**src/rtl/adc_seq_pkg.sv**
```systemverilog
package adc_seq_pkg;

  // Control word field positions
  localparam int EN_BIT    = 0;
  localparam int SYNC_BIT  = 1;
  localparam int START_BIT = 2;
  localparam int CHAN_LSB  = 3;

  typedef enum logic [2:0] {
    ST_OFF,
    ST_WARM,
    ST_READY,
    ST_ARM,
    ST_CONV
  } seqState_t;

  // Strobes from control to datapath
  typedef struct packed {
    logic acceptStart;
    logic captureDone;
  } seqStrobe_t;

endpackage

```
**src/rtl/adc_seq_dpath.sv**
```systemverilog
module adc_seq_dpath
  import adc_seq_pkg::*;
#(
  parameter int CHAN_W  = 3,
  parameter int RES_W   = 10,
  parameter int DATA_W  = 16,
  parameter int SEL_CYC = 51,
  localparam int CTRL_W = CHAN_LSB + CHAN_W
) (
  input  logic              clk,
  input  logic              rst_n,
  input  logic              ctrlWrEn,
  input  logic [CTRL_W-1:0] ctrlWrData,
  input  logic              syncIn,
  input  logic [RES_W-1:0]  coreResult,
  input  seqStrobe_t        strobe,
  output logic              nextEnable,
  output logic              startReq,
  output logic              selSettled,
  output logic              syncEn,
  output logic              syncEdge,
  output logic [CHAN_W-1:0] coreChan,
  output logic [DATA_W-1:0] dataWord,
  output logic              irqDone
);

  localparam int SEL_W = (SEL_CYC > 1) ? $clog2(SEL_CYC) : 1;
  localparam int PAD_W = DATA_W - 1 - RES_W;

  logic              enReg;
  logic              syncReg;
  logic [CHAN_W-1:0] chanReg;
  logic [SEL_W-1:0]  selCnt;
  logic              syncPrev;
  logic [DATA_W-1:0] dataReg;
  logic              irqReg;
  logic [CHAN_W-1:0] wrChan;

  assign wrChan     = ctrlWrData[CHAN_LSB +: CHAN_W];
  assign nextEnable = ctrlWrEn ? ctrlWrData[EN_BIT] : enReg;
  assign startReq   = ctrlWrEn & ctrlWrData[START_BIT];
  assign selSettled = (selCnt == SEL_W'(SEL_CYC - 1));
  assign syncEn     = syncReg;
  assign syncEdge   = syncIn & ~syncPrev;
  assign coreChan   = chanReg;
  assign dataWord   = dataReg;
  assign irqDone    = irqReg;

  // Control register
  always_ff @(posedge clk) begin
    if (!rst_n) begin
      enReg   <= 1'b0;
      syncReg <= 1'b0;
      chanReg <= '0;
    end else if (ctrlWrEn) begin
      enReg   <= ctrlWrData[EN_BIT];
      syncReg <= ctrlWrData[SYNC_BIT];
      chanReg <= wrChan;
    end
  end

  // Input-select settling: counts from the last channel change
  always_ff @(posedge clk) begin
    if (!rst_n) begin
      selCnt <= '0;
    end else if (ctrlWrEn && (wrChan != chanReg)) begin
      selCnt <= '0;
    end else if (!enReg) begin
      selCnt <= '0;
    end else if (!selSettled) begin
      selCnt <= selCnt + 1'b1;
    end
  end

  // Trigger edge detection
  always_ff @(posedge clk) begin
    if (!rst_n) syncPrev <= 1'b0;
    else        syncPrev <= syncIn;
  end

  // Result word and completion pulse
  always_ff @(posedge clk) begin
    if (!rst_n) begin
      dataReg <= '0;
      irqReg  <= 1'b0;
    end else begin
      irqReg <= strobe.captureDone;
      if (strobe.captureDone)      dataReg <= {1'b1, {PAD_W{1'b0}}, coreResult};
      else if (strobe.acceptStart) dataReg <= '0;
    end
  end

endmodule

```
**src/rtl/adc_seq_ctrl.sv**
```systemverilog
module adc_seq_ctrl
  import adc_seq_pkg::*;
#(
  parameter int REF_CYC  = 60,
  parameter int CONV_CYC = 102
) (
  input  logic       clk,
  input  logic       rst_n,
  input  logic       nextEnable,
  input  logic       startReq,
  input  logic       selSettled,
  input  logic       syncEn,
  input  logic       syncEdge,
  output seqStrobe_t strobe,
  output logic       powered,
  output logic       sampling
);

  localparam int MAX_CYC = (REF_CYC > CONV_CYC) ? REF_CYC : CONV_CYC;
  localparam int CNT_W   = $clog2(MAX_CYC + 1);

  seqState_t        state;
  logic [CNT_W-1:0] cnt;
  logic             syncSeen;
  logic             armGo;

  always_comb begin
    strobe.acceptStart = (state == ST_READY) && nextEnable && startReq;
    strobe.captureDone = (state == ST_CONV) && nextEnable &&
                         (cnt == CNT_W'(CONV_CYC - 1));
    armGo = (state == ST_ARM) && selSettled &&
            (!syncEn || syncEdge || syncSeen);
  end

  assign powered  = (state != ST_OFF);
  assign sampling = (state == ST_CONV);

  always_ff @(posedge clk) begin
    if (!rst_n || !nextEnable) begin
      state    <= ST_OFF;
      cnt      <= '0;
      syncSeen <= 1'b0;
    end else begin
      unique case (state)
        ST_OFF: begin
          state <= ST_WARM;
          cnt   <= '0;
        end
        ST_WARM: begin
          if (cnt == CNT_W'(REF_CYC - 1)) begin
            state <= ST_READY;
            cnt   <= '0;
          end else begin
            cnt <= cnt + 1'b1;
          end
        end
        ST_READY: begin
          if (strobe.acceptStart) begin
            state    <= ST_ARM;
            syncSeen <= 1'b0;
          end
        end
        ST_ARM: begin
          if (armGo) begin
            state <= ST_CONV;
            cnt   <= '0;
          end else if (syncEdge) begin
            syncSeen <= 1'b1;
          end
        end
        ST_CONV: begin
          if (strobe.captureDone) state <= ST_READY;
          else                    cnt   <= cnt + 1'b1;
        end
        default: state <= ST_OFF;
      endcase
    end
  end

endmodule

```
**src/rtl/adc_seq.sv**
```systemverilog
module adc_seq
  import adc_seq_pkg::*;
#(
  parameter int CHAN_W   = 3,
  parameter int RES_W    = 10,
  parameter int DATA_W   = 16,
  parameter int REF_CYC  = 60,
  parameter int SEL_CYC  = 51,
  parameter int CONV_CYC = 102,
  localparam int CTRL_W  = CHAN_LSB + CHAN_W
) (
  input  logic              clk,
  input  logic              rst_n,
  input  logic              ctrlWrEn,
  input  logic [CTRL_W-1:0] ctrlWrData,
  input  logic              syncIn,
  input  logic [RES_W-1:0]  coreResult,
  output logic [CHAN_W-1:0] coreChan,
  output logic              corePowered,
  output logic              coreSampling,
  output logic [DATA_W-1:0] dataWord,
  output logic              irqDone
);

  seqStrobe_t strobe;
  logic       nextEnable;
  logic       startReq;
  logic       selSettled;
  logic       syncEn;
  logic       syncEdge;

  adc_seq_dpath #(
    .CHAN_W (CHAN_W),
    .RES_W  (RES_W),
    .DATA_W (DATA_W),
    .SEL_CYC(SEL_CYC)
  ) u_dpath (
    .clk       (clk),
    .rst_n     (rst_n),
    .ctrlWrEn  (ctrlWrEn),
    .ctrlWrData(ctrlWrData),
    .syncIn    (syncIn),
    .coreResult(coreResult),
    .strobe    (strobe),
    .nextEnable(nextEnable),
    .startReq  (startReq),
    .selSettled(selSettled),
    .syncEn    (syncEn),
    .syncEdge  (syncEdge),
    .coreChan  (coreChan),
    .dataWord  (dataWord),
    .irqDone   (irqDone)
  );

  adc_seq_ctrl #(
    .REF_CYC (REF_CYC),
    .CONV_CYC(CONV_CYC)
  ) u_ctrl (
    .clk       (clk),
    .rst_n     (rst_n),
    .nextEnable(nextEnable),
    .startReq  (startReq),
    .selSettled(selSettled),
    .syncEn    (syncEn),
    .syncEdge  (syncEdge),
    .strobe    (strobe),
    .powered   (corePowered),
    .sampling  (coreSampling)
  );

endmodule

```
**config.mk**
```make
export PLATFORM = sky130hd
export DESIGN_NAME = adc_seq
export DESIGN_NICKNAME = d
export VERILOG_FILES = /design/src/rtl/adc_seq_pkg.sv /design/src/rtl/adc_seq_dpath.sv /design/src/rtl/adc_seq_ctrl.sv /design/src/rtl/adc_seq.sv
export SDC_FILE = /design/constraint.sdc
export NUM_CORES = 1
export LEC_CHECK = 0
export BUFFER_PORTS_ARGS = -buffer_cell sky130_fd_sc_hd__buf_2
export CAP_MARGIN = 20
export CORE_UTILIZATION = 46
export CTS_CLUSTER_DIAMETER = 30
export DETAILED_ROUTE_END_ITERATION = 12
export GPL_TIMING_DRIVEN = 0
export PLACE_DENSITY_LB_ADDON = 0.05
export SLEW_MARGIN = 20
export SYNTH_ARGS = -nofsm -noshare
export SYNTH_HDL_FRONTEND = slang
export SYNTH_SLANG_ARGS = --single-unit
export TNS_END_PERCENT = 20
```
**constraint.sdc**
```tcl
create_clock -name clk -period 2.9 [get_ports clk]
set_input_delay 0.145 -clock clk [delete_from_list [all_inputs] [get_ports clk]]
set_output_delay 0.145 -clock clk [all_outputs]
set_load 0.05 [all_outputs]
```
==> results of run 1 <==
[sequential cells by signal, summed over array words and instances, names as in the netlist]
name	flops
u_ctrl.cnt	7
u_ctrl.state	3
u_ctrl.syncSeen	1
u_dpath.coreChan	3
u_dpath.dataWord	11
u_dpath.enReg	1
u_dpath.irqDone	1
u_dpath.selCnt	6
u_dpath.syncEn	1
u_dpath.syncPrev	1
[how the worst min path moves through the flow]
stage / cells after the start / endpoint / from / slack, ns
6_report: 2 / u_dpath.dataWord[6]$_SDFFE_PN0P_ / coreResult[6] / 0.02
5_1_grt: 2 / u_dpath.dataWord[0]$_SDFFE_PN0P_ / coreResult[0] / 0.0002
4_1_cts: 2 / u_dpath.dataWord[6]$_SDFFE_PN0P_ / coreResult[6] / 0.004
3_5_place_dp: 2 / u_dpath.dataWord[0]$_SDFFE_PN0P_ / coreResult[0] / 0.36
3_3_place_gp: 2 / u_dpath.dataWord[8]$_SDFFE_PN0P_ / coreResult[8] / 0.36
2_1_floorplan: 1 / u_dpath.syncPrev$_SDFF_PN0_ / syncIn / 0.27
[worst max-delay path, delay by kind of cell (launching register included)]
family / cells / cell delay (ns)
AO/OA/AOI/OAI: 4 / 1.29
adder cells (fa/ha/maj): 1 / 0.25
AND/OR/NAND/NOR: 1 / 0.15
flip-flops: 1 / 0.36
[cell usage after synthesis (all sizes together) (3+ instances only)]
cell type  instances  area (µm²)
a22o              10        87.6
ha                 4        50.1
nor2              13        51.3
nand3              6        30.0
inv                7        26.3
buf               11         100
nor2b              5        31.3
nand4b             3        26.3
nor3               4        20.0
nand2b             4        25.0
nand2              9        36.3
and3               4        25.0
xnor2              3        26.3
a21oi              6        30.0
dfxtp             35         701
mux2i              6        60.1
o21ai              6        30.0
xor2               6        52.6
[power by group through the flow]
| stage | clock [mW] | sequential (mW) | combinational [mW] |
|---|---|---|---|
| floorplan | 0 | 0.511 | 0.0637 |
| global placement | 0 | 0.502 | 0.0963 |
| detailed placement | 0 | 0.503 | 0.0978 |
| CTS | 0.268 | 0.492 | 0.0983 |
| global route | 0.294 | 0.493 | 0.112 |
| finish | 0.254 | 0.492 | 0.104 |
[stage by stage]
stage / setup WS (ns) / utilization, %
final: 0.772 / 59.1
after global routing: 0.655 / 59.1
after CTS: 0.815 / 57.7
after detailed placement: 0.847 / 56.1
after global placement: 0.886 / 56.1
after floorplan: 1.16 / -
[layout make-up]
| cell class | count | area (µm²) | area share, % |
|---|---|---|---|
| Buffer | 12 | 104 | 5.14 |
| Sequential cell | 35 | 701 | 34.7 |
| Multi-Input combinational cell | 122 | 857 | 42.4 |
| Clock buffer | 6 | 41.3 | 2.04 |
| Tap cell | 46 | 57.6 | 2.85 |
| Inverter | 7 | 26.3 | 1.30 |
| Clock inverter | 2 | 12.5 | 0.620 |
| Timing Repair Buffer | 39 | 220 | 10.9 |
[layer usage]
layer,vias to the layer above,routed length [µm],global-route usage [%]
met2,36,1750,32.7
met4,0,52,7.85
met1,642,1640,22.5
met5,-,0,0
met3,7,124,3.86
li1,706,-,-
[logic make-up after synthesis]
| group | Yosys count |
|---|---|
| AND/OR/NAND/NOR | 60 |
| multiplexers | 7 |
| AO/OA/AOI/OAI | 37 |
| buffers and inverters | 19 |
| adder cells (fa/ha/maj) | 4 |
| flip-flops | 35 |
| other | 1 |
| XOR/XNOR | 9 |
==> results.yml, run 1 <==
finish:
  fin_cells: 269
  final_area_um2: 2020
  antennaDiodeCount: 0
  layout_common_cells: "buf_2 (35), dfxtp_1 (35), nor2_1 (12)"
  drive_above_1_share_pct: 28.3
  nets: 246
  syn2layout_area_growth_pct: 20.7
  nFillCells: 316
clock_network:
  cts_tree: "built"
  clkTransAtPathRegs_ns: 0.10
  clk_latency_ns: 0.33
  cts_resized: 0
  cts_buffers: 5
  htree_levels: 2
  clock_path_buffers: 2
  cts_setup_buffers: 0
  root_buffer: "clkbuf_4"
  clock_sinks: 35
  ctsHoldBuffers: 0
grt:
  overflow: 0
  grt_pass1_vias: 1317
  grt_use_total_pct: 18.8
  grt_max_degree: 12
  grt_pass1_wl_um: 5820
  antenna_found_initial: 0
route:
  routed_wirelength_um: 3570
  vias: 1391
  firstDrtPassIters: 4
  drt_first_iter_violations: 42
  antenna_left: 0
  via_per_inst: 5.17
  wl_per_cell_um: 13.3
  drc: 0
sta:
  timing.hold.ws_ns: 0.0159
  fin_crit_sh_pct: 73.4
  hold_viol: 0
  layout_min_cycle_time_ns: 2.13
  setup_violations: 0
  rsz0062_at_grt: "no"
  tns_ns: 0
  fmax_mhz: 470
  finClkSkew_ns: 0.00615
  relSlewSlack_pct: 40.1
  worst_pin_slew_ns: 0.895
  report.final.slew_viol_count: 0
setup_path:
  crit_slowest_cell: "o32ai_1"
  path_max_fanout: 7
  worstReg2RegEnd: "u_ctrl.cnt[2]$_SDFFE_PP0P_"
  critical_path.startpoint: "u_ctrl.cnt[0]$_SDFFE_PP0P_"
  crit_path_end_kind: "flip-flop"
  required_ns: 3.14
  reg2reg_depth: 6
  cp.arrival_ns: 2.36
  r2r_slack_ns: 0.77
  start_kind: "flip-flop"
  crit_type: "flip-flop to flip-flop"
  crit_chain: "ha_1 > nand4bb_1 > o21ai_1 > o32ai_1 > a21oi_1 > a311oi_1"
  timing.rr.start: "u_ctrl.cnt[0]$_SDFFE_PP0P_"
  endpoint: "u_ctrl.cnt[2]$_SDFFE_PP0P_"
  cpPeakStageDelay_ns: 0.75
hold_path:
  hp-class: "primary input to flip-flop"
power_and_ir_drop:
  p_per_area_nw_per_um2: 421
  p_total_mw: 0.850
  power_switching_share_pct: 27.0
  clkPwrFrac_pct: 29.9
  ir_worst_vdd_uv: 281
  seq_power_share_pct: 57.9
  intPower_mw: 0.620
  comb_power_share_pct: 12.2
  switching_power_mw: 0.230
  p_leak_nw: 0.904
floorplanning:
  fp.dieH_um: 62.3
  boundaryPins: 42
  core_um2: 3420
  rows: 21
  start_util_pct: 49.0
  die_w_um: 62.3
  die_area_um2: 3880
synthesis:
  synth_top_family_by_area: "simple AND/OR/NAND/NOR gates"
  ys.flop_type: "dfxtp_1"
  ys_types: 49
  synthAdderAreaFrac_pct: 2.99
  synth.cell_area_um2: 1670
  synth.area.mux_share_pct: 4.26
  synth_seq_cells: 35
  syn_area_per_cell_um2: 9.73
  syn_inst: 172
  yosysWarnings: 0
  synthSimpleGateAreaFrac_pct: 21.5
  synth_compound_area_share_pct: 16.6
  synth_edf_count: 0
  ys_seq_area_share_pct: 41.9
  async_flop_share_pct: 0
  synth_xor_area_share_pct: 4.71
placed_design:
  dpl-instance-area_um2: 1920
  globalplace.congestion: 0.876
  io_buffers: 34
  placed_cells: 256
  dpl.hpwl_um: 2580
status:
  status: "complete, no violations"
run:
  cap_violations: 0
Note: power is estimated with default switching activity, not from simulation.
==> inputs of run 2 (changes only) <==
--- a/config.mk
+++ b/config.mk
@@ -5,6 +5,7 @@
 export SDC_FILE = /design/constraint.sdc
 export NUM_CORES = 1
 export LEC_CHECK = 0
+export ABC_AREA = 1
 export BUFFER_PORTS_ARGS = -buffer_cell sky130_fd_sc_hd__buf_2
 export CAP_MARGIN = 20
 export CORE_UTILIZATION = 46
==> constraint.sdc (replaced) <==
create_clock -name clk -period 2.2 [get_ports clk]
set_input_delay 0.11 -clock clk [delete_from_list [all_inputs] [get_ports clk]]
set_output_delay 0.11 -clock clk [all_outputs]
set_load 0.05 [all_outputs]
==> run 2 against run 1 <==
Design area is 7.1% higher. Critical path depth increased by 4. Non-clock buffer count is 6 lower. Combinational power rose by 110%. Global-route usage decreased by 1.4 points.
==> results.yml, run 2 <==
status:
  status: "complete, no violations"
synthesis:
  async_flop_share_pct: 0
  ys_types: 28
  yosysMostFrequentCell: "nand2_1"
  synth_seq_cells: 35
  yosys.area.top_type: "dfxtp_1"
  syn_area_per_cell_um2: 6.88
  synth_area_leaders: "dfxtp_1 (38%), nand2_1 (14%), nand3_1 (7.9%)"
  synth_common_cells: "nand2_1 (70), nor2_1 (38), dfxtp_1 (35)"
  ys_seq_area_share_pct: 38.1
  synth.cell_area_um2: 1840
  synth_edf_count: 0
  yosysWarnings: 0
  syn_inst: 267
  synth_top_area_share_pct: 38.1
  ys.flop_type: "dfxtp_1"
floorplanning:
  die_area_um2: 4250
  rows: 22
  fp.dieH_um: 65.2
  die_w_um: 65.2
  start_util_pct: 49.1
  boundaryPins: 42
  core_um2: 3740
sta:
  tns_ns: 0
  rsz0062_at_grt: "no"
  layout_min_cycle_time_ns: 1.47
  fin_ws_ns: 0.730
  finClkSkew_ns: 0.00492
  fin_crit_sh_pct: 66.8
  hold_viol: 0
  fmax_mhz: 680
  setup_violations: 0
  report.final.slew_viol_count: 0
setup_path:
  critPathMostFrequentCell: "nand2_1"
  cp.arrival_ns: 1.65
  timing.rr.start: "u_ctrl.cnt[0]$_SDFFE_PP0P_"
  worst-path-buf-inv: 1
  path_max_fanout: 7
  start_kind: "flip-flop"
  crit_chain: "ha_1 > nand2_1 > inv_1 > nand3_1 > nand2_1 > nand2_1 > o21ai_1 > nand2_1 > nand2_1 > nor2_1"
  crit_slowest_cell: "dfxtp_1"
  critical_path.startpoint: "u_ctrl.cnt[0]$_SDFFE_PP0P_"
  cpPeakStageDelay_ns: 0.38
  crit_path_end_kind: "flip-flop"
  required_ns: 2.38
  crit_family: "simple AND/OR/NAND/NOR gates"
  crit_type: "flip-flop to flip-flop"
grt:
  grt_pass1_vias: 1400
  antenna_found_initial: 0
  grt_max_degree: 11
  overflow: 0
  grt_use_total_pct: 17.4
  gr-usage-met2_pct: 27.7
  busiest_layer: "met2"
  grt_util_met3_pct: 4.86
  grt_util_met1_pct: 23.2
  grt_pass1_wl_um: 5830
clock_network:
  cts_setup_buffers: 0
  cts_resized: 0
  root_buffer: "clkbuf_8"
  clock_sinks: 35
  clkTransAtPathRegs_ns: 0.07
  cts_buffers: 5
  clk_latency_ns: 0.27
  clock_path_buffers: 2
  cts_tree: "built"
  htree_levels: 2
  ctsHoldBuffers: 0
finish:
  antennaDiodeCount: 0
  syn2layout_area_growth_pct: 17.8
  largest_reg_flops: 11
  nFillCells: 398
  layout_common_cells: "nand2_1 (70), nor2_1 (38), buf_2 (35), dfxtp_1 (35), inv_1 (31)"
  nets: 336
  drive_above_1_share_pct: 22.7
  final_common_cell: "nand2_1"
placed_design:
  io_buffers: 34
  dpl.hpwl_um: 2600
  globalplace.congestion: 0.753
  dp_slack_ns: 0.713
route:
  drt_first_iter_violations: 64
  antenna_left: 0
  drc: 0
  wl_per_cell_um: 9.41
  via_per_inst: 4.53
  firstDrtPassIters: 4
  routed_wirelength_um: 3400
  vias: 1634
power_and_ir_drop:
  p_per_area_nw_per_um2: 611
  p_leak_nw: 1.14
  ir_worst_vdd_uv: 450
run:
  cap_violations: 0
hold_path:
  hold_start: "coreResult[7]"
  hp-class: "primary input to flip-flop"
## run 2: cell count changes after synthesis, moves of 5 or more
cell / change
nand2_1: +62
nor2_1: +26
inv_1: +24
a22o_1: -10
nand3_1: +23
mux2i_1: -6
nor2b_1: -5
## run 2: metrics by stage
stage	hold slack (ns)	utilization (%)	area, µm²	cells	power, mW
CTS	0.0211	57.8	2160	361	1.34
finish	0.0279	57.8	2160	361	1.32
floorplan	0.203	-	1850	271	0.854
global route	0.0233	57.8	2160	361	1.41
global placement	0.305	55.6	2080	353	0.905
detailed placement	0.309	55.6	2080	353	0.906
## run 2: where the power goes
| part | internal, mW | switching (mW) |
|---|---|---|
| Sequential | 0.651 | 0.0162 |
| Clock | 0.222 | 0.210 |
| Combinational | 0.0742 | 0.148 |
## run 2: final cells by class
class                   count  area, µm²  area share, %
multi-input cells         190        930           43.0
flip-flops and latches     35        701           32.4
repair buffers             34        170           7.87
inverters                  35        134           6.19
plain buffers              11       87.6           4.05
clock buffers               7       76.3           3.53
well taps                  48       60.1           2.78
clock inverters             1       5.00          0.231
## run 2: tightest hold or removal path, stage by stage
cell	delay [ns]
buf_2	0.07
nand2_1	0.04
nand2_1	0.05
## run 2: path summary, 6_finish.rpt
check,slack [ns],end,depth (start not counted)
hold / removal,0.03,u_dpath.dataWord[7]$_SDFFE_PN0P_,3
setup reg to reg,0.73,u_ctrl.cnt[3]$_SDFFE_PP0P_,10
setup / recovery,0.73,u_ctrl.cnt[3]$_SDFFE_PP0P_,10
hold reg to reg,0.46,u_dpath.dataWord[8]$_SDFFE_PN0P_,2
## run 2: cell families after synthesis
kind of cell	synth area share (%)
simple gates	37.4
buf+inv	12.1
flops	38.1
compound gates	6.13
xor+xnor	3.34
fa+ha+maj	2.72
other cells	0.204
## run 2: layer usage
metal | part of all wire [%] | routed length (µm)
met1 | 52 | 1780
met2 | 42 | 1440
met3 | 4.8 | 163
met4 | 0.50 | 17
met5 | 0 | 0
==> inputs of run 3 (changes only) <==
==> constraint.sdc (replaced) <==
create_clock -name clk -period 1.5 [get_ports clk]
set_input_delay 0.075 -clock clk [delete_from_list [all_inputs] [get_ports clk]]
set_output_delay 0.075 -clock clk [all_outputs]
set_load 0.05 [all_outputs]
==> run 3 against run 2 <==
Clock skew barely moved. Sequential power is 47% higher. Via count increased by 2.1%. Hold slack worse by 0.026 ns. Wire length grew 4.9%. Clock-buffer cell count did not move. Clock power is 47% higher. Fmax increased by 6.1%. Worst setup slack worse by 0.62 ns. Power rose by 49%. Die area stayed put. Non-clock buffer count increased by 12. Critical endpoint is now u_dpath.dataWord[0]$_SDFFE_PN0P_. Largest cell class unchanged. Highest routed layer unchanged.
==> results.yml, run 3 (synthesized netlist as in run 2, its figures left out) <==
clock_network:
  root_buffer: "clkbuf_8"
  clkTransAtPathRegs_ns: 0.06
  htree_levels: 2
  clk_latency_ns: 0.27
  clock_path_buffers: 2
  cts_tree: "built"
  clock_sinks: 35
  cts_buffers: 5
grt:
  grt_use_total_pct: 18.1
  grt_max_degree: 11
  grt_pass1_vias: 1457
  overflow: 0
  grt_pass1_wl_um: 6070
  antenna_found_initial: 0
finish:
  register_area_um2: 706
  syn2layout_area_growth_pct: 25.7
  nFillCells: 384
  multi_input_area_um2: 957
  drive_above_1_share_pct: 26.5
  largest_reg_flops: 11
  antennaDiodeCount: 0
  fin_cells: 373
  nets: 348
  layout_common_cells: "nand2_1 (65), nor2_1 (38), buf_2 (35)"
  final_common_cell: "nand2_1"
sta:
  timing.hold.ws_ns: 0.00178
  fin_crit_sh_pct: 92.4
  report.final.slew_viol_count: 0
  fin_ws_ns: 0.115
  finClkSkew_ns: 0.00491
  setup_violations: 0
  rsz0062_at_grt: "yes"
  fmax_mhz: 722
  tns_ns: 0
  hold_viol: 0
  layout_min_cycle_time_ns: 1.39
setup_path:
  r2r_slack_ns: 0.11
  crit_type: "flip-flop to flip-flop"
  cp.arrival_ns: 1.55
  reg2reg_depth: 9
  required_ns: 1.67
  path_max_fanout: 10
  timing.rr.start: "u_ctrl.cnt[1]$_SDFFE_PP0P_"
  crit_path_end_kind: "flip-flop"
  start_kind: "flip-flop"
  worstReg2RegEnd: "u_dpath.dataWord[0]$_SDFFE_PN0P_"
floorplanning:
  fp.dieH_um: 65.2
  rows: 22
  boundaryPins: 42
  start_util_pct: 49.1
  core_um2: 3740
  die_w_um: 65.2
  die_area_um2: 4250
hold_path:
  min_to: "u_dpath.dataWord[8]$_SDFFE_PN0P_"
  hp-class: "primary input to flip-flop"
  min_path_cells: 3
  hold_start: "coreResult[8]"
route:
  drt_first_iter_violations: 77
  drc: 0
  vias: 1669
  firstDrtPassIters: 4
  antenna_left: 0
  via_per_inst: 4.47
  wl_per_cell_um: 9.56
  routed_wirelength_um: 3570
placed_design:
  io_buffers: 34
  globalplace.congestion: 0.753
  placed_cells: 353
  dp_slack_ns: 0.0130
  dpl.hpwl_um: 2600
power_and_ir_drop:
  ir_worst_vdd_uv: 676
  p_leak_nw: 1.20
  p_per_area_nw_per_um2: 852
status:
  status: "complete, no violations"
run:
  cap_violations: 0
-- run 3: where the power goes --
group	internal, mW	leakage (nW)	switching, mW
combinational	0.128	0.867	0.226
clock	0.326	0.0422	0.307
sequential	0.956	0.286	0.0243
total	1.41	1.20	0.557
-- run 3: final cells by class --
| class | instances | share of cell area [%] |
|---|---|---|
| plain buffers | 11 | 3.79 |
| clock inverters | 1 | 0.217 |
| clock buffers | 7 | 3.31 |
| inverters | 35 | 5.80 |
| repair buffers | 46 | 12.2 |
| well taps | 48 | 2.60 |
| flip-flops and latches | 35 | 30.6 |
| multi-input cells | 190 | 41.5 |
-- run 3: per-stage QoR --
step                      total power, mW  instance area, µm²  utilization [%]
final                                1.97                2310             61.7
after global routing                 2.09                2310             61.7
after CTS                            1.99                2250             60.2
after detailed placement             1.33                2080             55.6
after global placement               1.33                2080             55.6
after floorplan                      1.25                1850                -
-- run 3: how the worst max path moves through the flow --
stage,from,to,slack (ns),cells after the start
floorplan,u_dpath.coreChan[2]$_SDFFE_PN0P_,u_dpath.selCnt[0]$_SDFFE_PP0P_,0.12,6
global placement,u_ctrl.cnt[0]$_SDFFE_PP0P_,u_ctrl.cnt[3]$_SDFFE_PP0P_,0.02,10
detailed placement,u_ctrl.cnt[0]$_SDFFE_PP0P_,u_ctrl.cnt[3]$_SDFFE_PP0P_,0.01,10
CTS,u_ctrl.cnt[0]$_SDFFE_PP0P_,u_ctrl.cnt[3]$_SDFFE_PP0P_,0.003,10
global route,u_dpath.selCnt[0]$_SDFFE_PP0P_,u_ctrl.cnt[1]$_SDFFE_PP0P_,-0.02,9
finish,u_ctrl.cnt[1]$_SDFFE_PP0P_,u_dpath.dataWord[0]$_SDFFE_PN0P_,0.11,9
-- run 3: layer usage --
metal / global-route usage, % / vias to the layer above / share of wire (%)
met3: 4.86 / 2 / 3.8
met4: 4.08 / 0 / 0.48
met2: 29.4 / 24 / 45
met5: 0 / - / 0
li1: - / 924 / -
met1: 23.9 / 719 / 51
-- run 3: what timing repair did --
| action | in CTS | in global routing |
|---|---|---|
| setup endpoints to repair | 0 | 19 |
| hold endpoints to repair | 9 | 0 |
| buffers inserted | 0 | 3 |
| hold buffers | 9 | 0 |
| gates resized for setup | 0 | 14 |
-- run 3: critical path, stage by stage (launching register included) --
cell     delay [ns]
dfxtp_2        0.33
inv_1          0.05
ha_1           0.16
nand3_1        0.09
nor2_2         0.17
nand2_4        0.08
and2_4         0.14
buf_6          0.13
nand3_1        0.07
nand2_1        0.05
